==> src/rtl/prio_irq_pkg.sv <==
package prio_irq_pkg;
    localparam int ADDR_W     = 8;
    localparam int DATA_W     = 16;
    localparam int CTRL_BASE  = 'h13;
    localparam int ADR_MASK   = 'h36;
    localparam int ADR_PEND   = 'h3A;
    localparam int ADR_RSTAT  = 'h40;
    localparam int ADR_WDVEC  = 'h42;
    localparam int ADR_VEC_A  = 'h70;
    localparam int ADR_VEC_B  = 'h71;
    localparam int SRC_WDOG   = 8;
    localparam int SRC_VEC_A  = 12;
    localparam int SRC_VEC_B  = 13;
    localparam int KEY_MIN    = 4;
    localparam int AUTO_BASE  = 24;
    localparam logic [7:0] VEC_DEFAULT = 8'h0F;
    localparam logic [7:0] RSTAT_INIT  = 8'h80;

    function automatic logic [7:0] ctrl_reset(input int n);
        if (n >= 1 && n <= 7)       return 8'(n * 4);
        else if (n == 8)            return 8'h1C;
        else if (n >= 9 && n <= 11) return 8'h80;
        else                        return 8'h00;
    endfunction
endpackage

==> src/rtl/prio_irq_regs.sv <==
module prio_irq_regs
    import prio_irq_pkg::*;
#(
    parameter int NSRC = 13
) (
    input  logic                     clk,
    input  logic                     rst_n,
    input  logic [NSRC:0]            src_i,
    input  logic                     we_i,
    input  logic [ADDR_W-1:0]        addr_i,
    input  logic [DATA_W-1:0]        wdata_i,
    output logic [DATA_W-1:0]        rdata_o,
    output logic [NSRC:0][7:0]       ctrl_o,
    output logic [NSRC:0]            mask_o,
    output logic [NSRC:0]            pend_o,
    output logic [7:0]               wdvec_o,
    output logic [7:0]               vec_a_o,
    output logic [7:0]               vec_b_o
);
    typedef struct packed {
        logic [NSRC:0][7:0] ctrl;
        logic [NSRC:0]      mask;
        logic [NSRC:0]      pend;
        logic [7:0]         rstat;
        logic [7:0]         wdvec;
        logic [7:0]         vec_a;
        logic [7:0]         vec_b;
    } regs_t;

    regs_t r_d, r_q;

    function automatic regs_t regs_init();
        regs_t v;
        v.ctrl = '0;
        for (int i = 1; i <= NSRC; i++) v.ctrl[i] = ctrl_reset(i);
        v.mask    = {{NSRC{1'b1}}, 1'b0};
        v.pend    = '0;
        v.rstat   = RSTAT_INIT;
        v.wdvec   = VEC_DEFAULT;
        v.vec_a   = VEC_DEFAULT;
        v.vec_b   = VEC_DEFAULT;
        return v;
    endfunction

    always_comb begin
        r_d         = r_q;
        r_d.pend    = src_i;
        r_d.pend[0] = 1'b0;
        if (we_i) begin
            for (int i = 1; i <= NSRC; i++) begin
                if (addr_i == ADDR_W'(CTRL_BASE + i)) r_d.ctrl[i] = wdata_i[7:0];
            end
            case (addr_i)
                ADDR_W'(ADR_MASK):  r_d.mask  = wdata_i[NSRC:0];
                ADDR_W'(ADR_RSTAT): r_d.rstat = r_q.rstat & ~wdata_i[7:0];
                ADDR_W'(ADR_WDVEC): r_d.wdvec = wdata_i[7:0];
                ADDR_W'(ADR_VEC_A): r_d.vec_a = wdata_i[7:0];
                ADDR_W'(ADR_VEC_B): r_d.vec_b = wdata_i[7:0];
                default: ;
            endcase
        end
        r_d.ctrl[0] = '0;
        r_d.mask[0] = 1'b0;
    end

    always_ff @(posedge clk or negedge rst_n) begin
        if (!rst_n) r_q <= regs_init();
        else        r_q <= r_d;
    end

    always_comb begin
        rdata_o = '0;
        for (int i = 1; i <= NSRC; i++) begin
            if (addr_i == ADDR_W'(CTRL_BASE + i)) rdata_o = DATA_W'(r_q.ctrl[i]);
        end
        case (addr_i)
            ADDR_W'(ADR_MASK):  rdata_o = DATA_W'(r_q.mask);
            ADDR_W'(ADR_PEND):  rdata_o = DATA_W'(r_q.pend);
            ADDR_W'(ADR_RSTAT): rdata_o = DATA_W'(r_q.rstat);
            ADDR_W'(ADR_WDVEC): rdata_o = DATA_W'(r_q.wdvec);
            ADDR_W'(ADR_VEC_A): rdata_o = DATA_W'(r_q.vec_a);
            ADDR_W'(ADR_VEC_B): rdata_o = DATA_W'(r_q.vec_b);
            default: ;
        endcase
    end

    assign ctrl_o  = r_q.ctrl;
    assign mask_o  = r_q.mask;
    assign pend_o  = r_q.pend;
    assign wdvec_o = r_q.wdvec;
    assign vec_a_o = r_q.vec_a;
    assign vec_b_o = r_q.vec_b;

    // Reset status only ever loses bits once out of reset
    assert_rstat_no_set_R10: assert property (@(posedge clk) disable iff (!rst_n)
        (r_q.rstat & ~$past(r_q.rstat)) == 8'h00);
endmodule

==> src/rtl/prio_irq_arb.sv <==
module prio_irq_arb
    import prio_irq_pkg::*;
#(
    parameter int NSRC = 13,
    localparam int IW  = $clog2(NSRC + 1)
) (
    input  logic [NSRC:0][7:0] ctrl_i,
    input  logic [NSRC:0]      active_i,
    output logic [IW-1:0]      win_o,
    output logic               hit_o
);
    logic [4:0]    best;
    logic [IW-1:0] idx;

    always_comb begin
        best = '0;
        idx  = '0;
        for (int i = 1; i <= NSRC; i++) begin
            if (active_i[i] && (ctrl_i[i][4:0] > best)) begin
                best = ctrl_i[i][4:0];
                idx  = IW'(i);
            end
        end
    end

    assign win_o = idx;
    assign hit_o = (best >= 5'(KEY_MIN));
endmodule

==> src/rtl/prio_irq_vec.sv <==
module prio_irq_vec
    import prio_irq_pkg::*;
#(
    parameter int NSRC = 13,
    localparam int IW  = $clog2(NSRC + 1)
) (
    input  logic          hit_i,
    input  logic [IW-1:0] win_i,
    input  logic [7:0]    ctrl_i,
    input  logic [7:0]    wdvec_i,
    input  logic [7:0]    vec_a_i,
    input  logic [7:0]    vec_b_i,
    output logic [2:0]    level_o,
    output logic [7:0]    vector_o
);
    always_comb begin
        level_o  = hit_i ? ctrl_i[4:2] : 3'd0;
        vector_o = 8'h00;
        if (hit_i) begin
            if (ctrl_i[7]) begin
                vector_o = 8'(AUTO_BASE) + 8'(ctrl_i[4:2]);
            end else if (win_i == IW'(SRC_WDOG)) begin
                vector_o = wdvec_i;
            end else if (win_i == IW'(SRC_VEC_A)) begin
                vector_o = vec_a_i;
            end else if (win_i == IW'(SRC_VEC_B)) begin
                vector_o = vec_b_i;
            end else begin
                vector_o = VEC_DEFAULT;
            end
        end
    end
endmodule

==> src/rtl/prio_irq_ctrl.sv <==
module prio_irq_ctrl
    import prio_irq_pkg::*;
#(
    parameter int NSRC = 13,
    localparam int IW  = $clog2(NSRC + 1)
) (
    input  logic              clk,
    input  logic              rst_n,
    input  logic [NSRC:0]     irq_src_i,
    input  logic              reg_we_i,
    input  logic [ADDR_W-1:0] reg_addr_i,
    input  logic [DATA_W-1:0] reg_wdata_i,
    output logic [DATA_W-1:0] reg_rdata_o,
    output logic [2:0]        irq_level_o,
    output logic [7:0]        irq_vector_o
);
    logic [NSRC:0][7:0] ctrl;
    logic [NSRC:0]      mask, pend, active;
    logic [7:0]         wdvec, vec_a, vec_b;
    logic [IW-1:0]      win;
    logic               hit;
    logic [7:0]         win_ctrl;

    prio_irq_regs #(.NSRC(NSRC)) u_regs (
        .clk(clk), .rst_n(rst_n), .src_i(irq_src_i),
        .we_i(reg_we_i), .addr_i(reg_addr_i), .wdata_i(reg_wdata_i),
        .rdata_o(reg_rdata_o), .ctrl_o(ctrl), .mask_o(mask), .pend_o(pend),
        .wdvec_o(wdvec), .vec_a_o(vec_a), .vec_b_o(vec_b)
    );

    assign active = pend & ~mask;

    prio_irq_arb #(.NSRC(NSRC)) u_arb (
        .ctrl_i(ctrl), .active_i(active), .win_o(win), .hit_o(hit)
    );

    assign win_ctrl = ctrl[win];

    prio_irq_vec #(.NSRC(NSRC)) u_vec (
        .hit_i(hit), .win_i(win), .ctrl_i(win_ctrl),
        .wdvec_i(wdvec), .vec_a_i(vec_a), .vec_b_i(vec_b),
        .level_o(irq_level_o), .vector_o(irq_vector_o)
    );

    logic chk_vld_d, chk_vld_q;
    assign chk_vld_d = 1'b1;
    always_ff @(posedge clk or negedge rst_n) begin
        if (!rst_n) chk_vld_q <= 1'b0;
        else        chk_vld_q <= chk_vld_d;
    end

    assert_winner_active_R1: assert property (@(posedge clk) disable iff (!rst_n)
        (irq_level_o != 3'd0) |-> (pend[win] && !mask[win] && win != '0));
    assert_idle_vector_R3: assert property (@(posedge clk) disable iff (!rst_n)
        (irq_level_o == 3'd0) |-> (irq_vector_o == 8'h00));
    assert_autovector_R5: assert property (@(posedge clk) disable iff (!rst_n)
        (irq_level_o != 3'd0 && win_ctrl[7]) |-> (irq_vector_o == 8'd24 + 8'(irq_level_o)));
    assert_pending_tracks_R9: assert property (@(posedge clk) disable iff (!rst_n)
        chk_vld_q |-> (pend[NSRC:1] == $past(irq_src_i[NSRC:1]) && !pend[0]));
endmodule

==> config.mk <==
export PLATFORM = sky130hd
export DESIGN_NAME = prio_irq_ctrl
export DESIGN_NICKNAME = d
export VERILOG_FILES = /design/src/rtl/prio_irq_pkg.sv /design/src/rtl/prio_irq_regs.sv /design/src/rtl/prio_irq_arb.sv /design/src/rtl/prio_irq_vec.sv /design/src/rtl/prio_irq_ctrl.sv
export SDC_FILE = /design/constraint.sdc
export NUM_CORES = 1
export LEC_CHECK = 0
export BUFFER_PORTS_ARGS = -buffer_cell sky130_fd_sc_hd__buf_2
export CAP_MARGIN = 10
export CORE_MARGIN = 10
export CORE_UTILIZATION = 25
export CTS_BUF_LIST = sky130_fd_sc_hd__clkbuf_16
export DETAILED_ROUTE_END_ITERATION = 12
export GPL_ROUTABILITY_DRIVEN = 0
export PLACE_DENSITY = 0.52
export SLEW_MARGIN = 20
export SYNTH_ARGS = -nofsm -noshare
export SYNTH_HDL_FRONTEND = slang
export SYNTH_SLANG_ARGS = --single-unit
==> constraint.sdc <==
create_clock -name clk -period 77.1 [get_ports clk]
set_clock_uncertainty 0.2 [all_clocks]
set_input_delay 15.42 -clock clk [delete_from_list [all_inputs] [get_ports clk]]
set_output_delay 15.42 -clock clk [all_outputs]
set_load 0.05 [all_outputs]
==> out/metrics.yaml, run 1 <==
route:
  route.vias.total: 8925
  drcViolationCount: 0
  dr.first_iter.drc_count: 847
  met3_length_um: 2241
  postRouteAntennaNets: 0
  wl_met1_um: 16120
  wl_um: 36060
  post_drt_wl_per_cell_um: 21.70
  routed_via_density: 5.370
  met2_wirelength_um: 17100
  routed.top_layer: "met4"
  first_pass_iters: 5
final_layout:
  nets: 1195
  antenna_cells: 0
  syn_to_final_growth_pct: 13.99
  layout_common_cells: "154 x mux2_2, 118 x dfrtp_1, 80 x nand2_1"
  nFillCells: 4409
  layout_commonest_cell: "mux2_2"
  drive_above_1_share: 0.2921
clock_tree:
  htreeDepth: 4
  cts_buffer_depth: 2
  clkLatencyLatePin_ns: 0.45
  cts.sinks: 162
  cts_tree: "yes"
  post_cts_buffers: 0
  cts_buffers: 17
  ctsHoldBuffers: 0
  cts_root_buf: "clkbuf_16"
  path_clk_slew_ns: 0.07
  cts_resized: 0
worst_setup_path:
  crit_path_start_kind: "flop"
  cp-end-kind: "output port"
  crit_type: "reg2out"
  cp_max_fo: 14
  arrival_ns: 26.71
  crit_path_top_delay_cell: "a221oi_2"
  path_common_cell: "ha_1"
  slowest_delay_ns: 0.83
  cp.required_ns: 61.48
logic_synthesis:
  synth_fa_ha_area_frac: 0.05211
  yosys.area_share.simple: 0.1417
  synth_compound_area_frac: 0.1967
  seq_area_frac_synth: 0.3819
  synth_edf_count: 0
  synth_mux_area_frac: 0.1790
  synth_xor_area_frac: 0.01221
  ys.flop_type: "dfrtp_1"
  synthCells: 1066
  synth_seq_cells: 162
  synth_top_family_by_area: "compound AO/OA/AOI/OAI gates"
  post_synth_num_cell_types: 95
  async_flop_share: 1.000
  synthesis.area_um2: 10760
  yosysWarnings: 0
  syn_avg_cell_area_um2: 10.09
timing:
  rsz0062_at_grt: "false"
  tightest_slew_ns: 0.9872
  period_minus_slack_ns: 42.33
  tns_ns: 0
  fmax_mhz: 23.63
  hold_viol_final: 0
  setup_violations: 0
  maxSlewHeadroom: 0.3394
  slew_viol_final: 0
  min_period_over_period: 0.5490
floorplanning:
  ioPinCount: 68
  dieArea_um2: 51730
  row_count: 75
  core_um2: 42230
  die_h_um: 227.4
  die_x_um: 227.4
  initial_utilization: 0.2548
place:
  dp_hpwl_um: 27060
  io_buffers: 62
global_route:
  grt_antenna_before_repair: 2
  grt_pass1_wl_um: 54510
  grt_max_degree: 85
  grtUsageTotal: 0.1394
  grt_overflow: 0
  grt_pass1_vias: 8715
run_status:
  outcome: "finished, final reports clean"
job:
  drv_cap: 0
hold_path:
  min_path_type: "reg2reg"
==> routing by layer <==
layer | vias up | track usage
met5 | - | 0
met2 | 282 | 0.2269
met4 | 0 | 0.04084
li1 | 4132 | -
met1 | 4479 | 0.1854
met3 | 32 | 0.02406
==> logic make-up after synthesis <==
| kind of cell | Yosys count |
|---|---|
| multiplexers | 171 |
| AO/OA/AOI/OAI | 284 |
| adder cells (fa/ha/maj) | 45 |
| AND/OR/NAND/NOR | 291 |
| other | 1 |
| buffers and inverters | 97 |
| XOR/XNOR | 15 |
| flip-flops | 162 |
==> flip-flops by register name (all words and copies together) (netlist names) <==
| signal | cells |
|---|---|
| u_regs.mask_o | 13 |
| u_regs.vec_a_o | 8 |
| u_regs.vec_b_o | 8 |
| u_regs.pend_o | 13 |
| u_regs.ctrl_o | 104 |
| u_regs.wdvec_o | 8 |
| u_regs.r_q | 8 |
==> layout make-up <==
cell class | instances | area [um^2] | share of cell area
Inverter | 52 | 195.2 | 0.01592
Tap cell | 539 | 674.4 | 0.05499
Clock buffer | 17 | 425.4 | 0.03469
Timing Repair Buffer | 69 | 372.9 | 0.03041
Multi-Input combinational cell | 808 | 6284 | 0.5124
Clock inverter | 15 | 202.7 | 0.01653
Sequential cell | 162 | 4109 | 0.3351
==> stage by stage <==
stage	util	hold WS, ns	setup WS [ns]	instances	cell area, um^2
finish	0.2904	0.2887	34.77	1662	12260
global route	0.2904	0.3002	32.27	1662	12260
CTS	0.2903	0.2852	34.71	1662	12260
detailed placement	0.2754	0.2747	35.27	1630	11630
global placement	0.2754	0.2702	35.36	1630	11630
floorplan	-	0.2626	39.32	1067	10760
==> cell usage after synthesis (all sizes together), types with 14 or more instances <==
library cell / instances / share of area
a21oi: 39 / 0.019
a222oi: 18 / 0.017
a22oi: 23 / 0.016
and2: 14 / 0.0081
and3: 16 / 0.0098
clkbuf: 32 / 0.011
dfrtp: 118 / 0.27
dfstp: 44 / 0.11
ha: 44 / 0.051
inv: 51 / 0.018
mux2: 158 / 0.17
nand2: 80 / 0.028
nand2b: 19 / 0.011
nand3: 33 / 0.016
nor2: 51 / 0.018
nor3: 15 / 0.0080
o21ai: 61 / 0.028
==> worst max-delay path, delay by kind of cell (launching register included) <==
family	cells	cell delay, ns
AO/OA/AOI/OAI	43	11.16
adder cells (fa/ha/maj)	12	3.42
buffers and inverters	9	0.89
flip-flops	1	0.41
multiplexers	7	2.62
AND/OR/NAND/NOR	36	7.71
==> worst paths after layout <==
| check | start | to | slack (ns) | depth (start not counted) |
|---|---|---|---|---|
| worst min-delay path | u_regs.r_q[31] | u_regs.r_q[31] | 0.29 | 1 |
| max in group asynchronous | rst_n | u_regs.ctrl_o[81] | 60.68 | 2 |
| min in group asynchronous | rst_n | u_regs.ctrl_o[37] | 14.82 | 1 |
| worst min register to register | u_regs.r_q[31] | u_regs.r_q[31] | 0.29 | 1 |
| worst max register to register | u_regs.ctrl_o[57] | u_regs.ctrl_o[57] | 75.88 | 1 |
| worst max-delay path | u_regs.pend_o[1] | irq_vector_o[2] | 34.77 | 107 |
Power of run 1 is not shown: default switching activity piles up to over one toggle a cycle in this logic, so the estimate is an artifact.
==> run 2, diff against run 1 <==
==> constraint.sdc (replaced) <==
create_clock -name clk -period 43.5 [get_ports clk]
set_clock_uncertainty 0.2 [all_clocks]
set_input_delay 8.7 -clock clk [delete_from_list [all_inputs] [get_ports clk]]
set_output_delay 8.7 -clock clk [all_outputs]
set_load 0.05 [all_outputs]
==> run 2 against run 1 <==
Net effect: die area unchanged; flip-flop and latch count unchanged; largest cell class unchanged; critical endpoint unchanged; critical path depth did not move.
==> out/metrics.yaml, run 2 (same netlist as run 1, synthesis figures left out) <==
timing:
  min_period_over_period: 0.8191
  tns_ns: 0
  tightest_slew_ns: 0.9775
  maxSlewHeadroom: 0.3459
  period_minus_slack_ns: 35.63
  hold_viol_final: 0
  slew_viol_final: 0
  rsz0062_at_grt: "false"
  fmax_mhz: 28.07
  setup_violations: 0
final_layout:
  layout_commonest_cell: "mux2_2"
  layout_common_cells: "154 x mux2_2, 118 x dfrtp_1, 80 x nand2_1"
  multi_input_area_um2: 6284
  largest_reg_flops: 104
  nFillCells: 4448
  syn_to_final_growth_pct: 13.34
  seq_area_um2: 4109
  drive_above_1_share: 0.2921
  nets: 1195
  antenna_cells: 0
clock_tree:
  htreeDepth: 4
  cts.sinks: 162
  cts_buffer_depth: 2
  cts_buffers: 17
  path_clk_slew_ns: 0.07
  post_cts_buffers: 0
  clkLatencyLatePin_ns: 0.45
  cts_tree: "yes"
  cts_root_buf: "clkbuf_16"
  ctsHoldBuffers: 0
  cts_resized: 0
worst_setup_path:
  cp-end-kind: "output port"
  cp.required_ns: 34.60
  arrival_ns: 26.73
  worst-path-buf-inv: 9
  cp_top_family: "compound AO/OA/AOI/OAI gates"
  crit_path_top_delay_cell: "a221oi_2"
  crit_path_start_kind: "flop"
  slowest_delay_ns: 0.82
  path_common_cell: "ha_1"
  cp_max_fo: 14
  crit_type: "reg2out"
global_route:
  grt.busiest_layer: "met2"
  grt_util_met2: 0.2252
  grtUsageTotal: 0.1384
  grt_antenna_before_repair: 0
  grt_max_degree: 85
  met1_usage: 0.1821
  grt_pass1_wl_um: 54010
  grt_overflow: 0
  met3_usage: 0.02471
  grt_pass1_vias: 8764
route:
  drcViolationCount: 0
  postRouteAntennaNets: 0
  first_pass_iters: 7
  route.vias.total: 8953
  wl_um: 35840
  dr.first_iter.drc_count: 815
  post_drt_wl_per_cell_um: 21.57
  routed_via_density: 5.387
run_status:
  outcome: "finished, final reports clean"
floorplanning:
  dieArea_um2: 51730
  die_x_um: 227.4
  ioPinCount: 68
  die_h_um: 227.4
  core_um2: 42230
  row_count: 75
  initial_utilization: 0.2548
job:
  drv_cap: 0
hold_path:
  min_path_type: "reg2reg"
place:
  io_buffers: 62
  dp_hpwl_um: 26840
run 2: worst paths after layout:
path / startpoint / to / slack [ns] / cells past startpoint
min in group asynchronous: rst_n / u_regs.ctrl_o[37] / 8.11 / 1
min reg2reg: u_regs.r_q[31] / u_regs.r_q[31] / 0.29 / 1
max in group asynchronous: rst_n / u_regs.ctrl_o[82] / 33.78 / 2
max: u_regs.pend_o[1] / irq_vector_o[2] / 7.87 / 107
min: u_regs.r_q[31] / u_regs.r_q[31] / 0.29 / 1
max reg2reg: u_regs.ctrl_o[57] / u_regs.ctrl_o[57] / 42.29 / 1
run 2: metrics by stage:
step                utilization  cells  setup WS (ns)  hold WS, ns  instance area (um^2)
detailed placement       0.2754   1630          8.407       0.2747                 11630
finish                   0.2887   1662          7.871       0.2918                 12190
CTS                      0.2887   1662          7.942       0.2856                 12190
global placement         0.2754   1630          8.472       0.2702                 11630
floorplan                     -   1067          12.44       0.2626                 10760
global route             0.2887   1662          5.587       0.3003                 12190
run 2: final cells by class:
class                           instances  share of cell area
Clock buffer                           17             0.03489
Clock inverter                         15             0.01088
Inverter                               52             0.01601
Multi-Input combinational cell        808              0.5153
Sequential cell                       162              0.3370
Tap cell                              539             0.05531
Timing Repair Buffer                   69             0.03058
run 2: routing by layer:
| metal | up-vias | wire [um] |
|---|---|---|
| met2 | 281 | 16960 |
| met1 | 4483 | 16130 |
| met4 | 0 | 701 |
| met3 | 45 | 2056 |
| li1 | 4144 | - |
| met5 | - | 0 |
Power of run 2 is left out for the same reason.
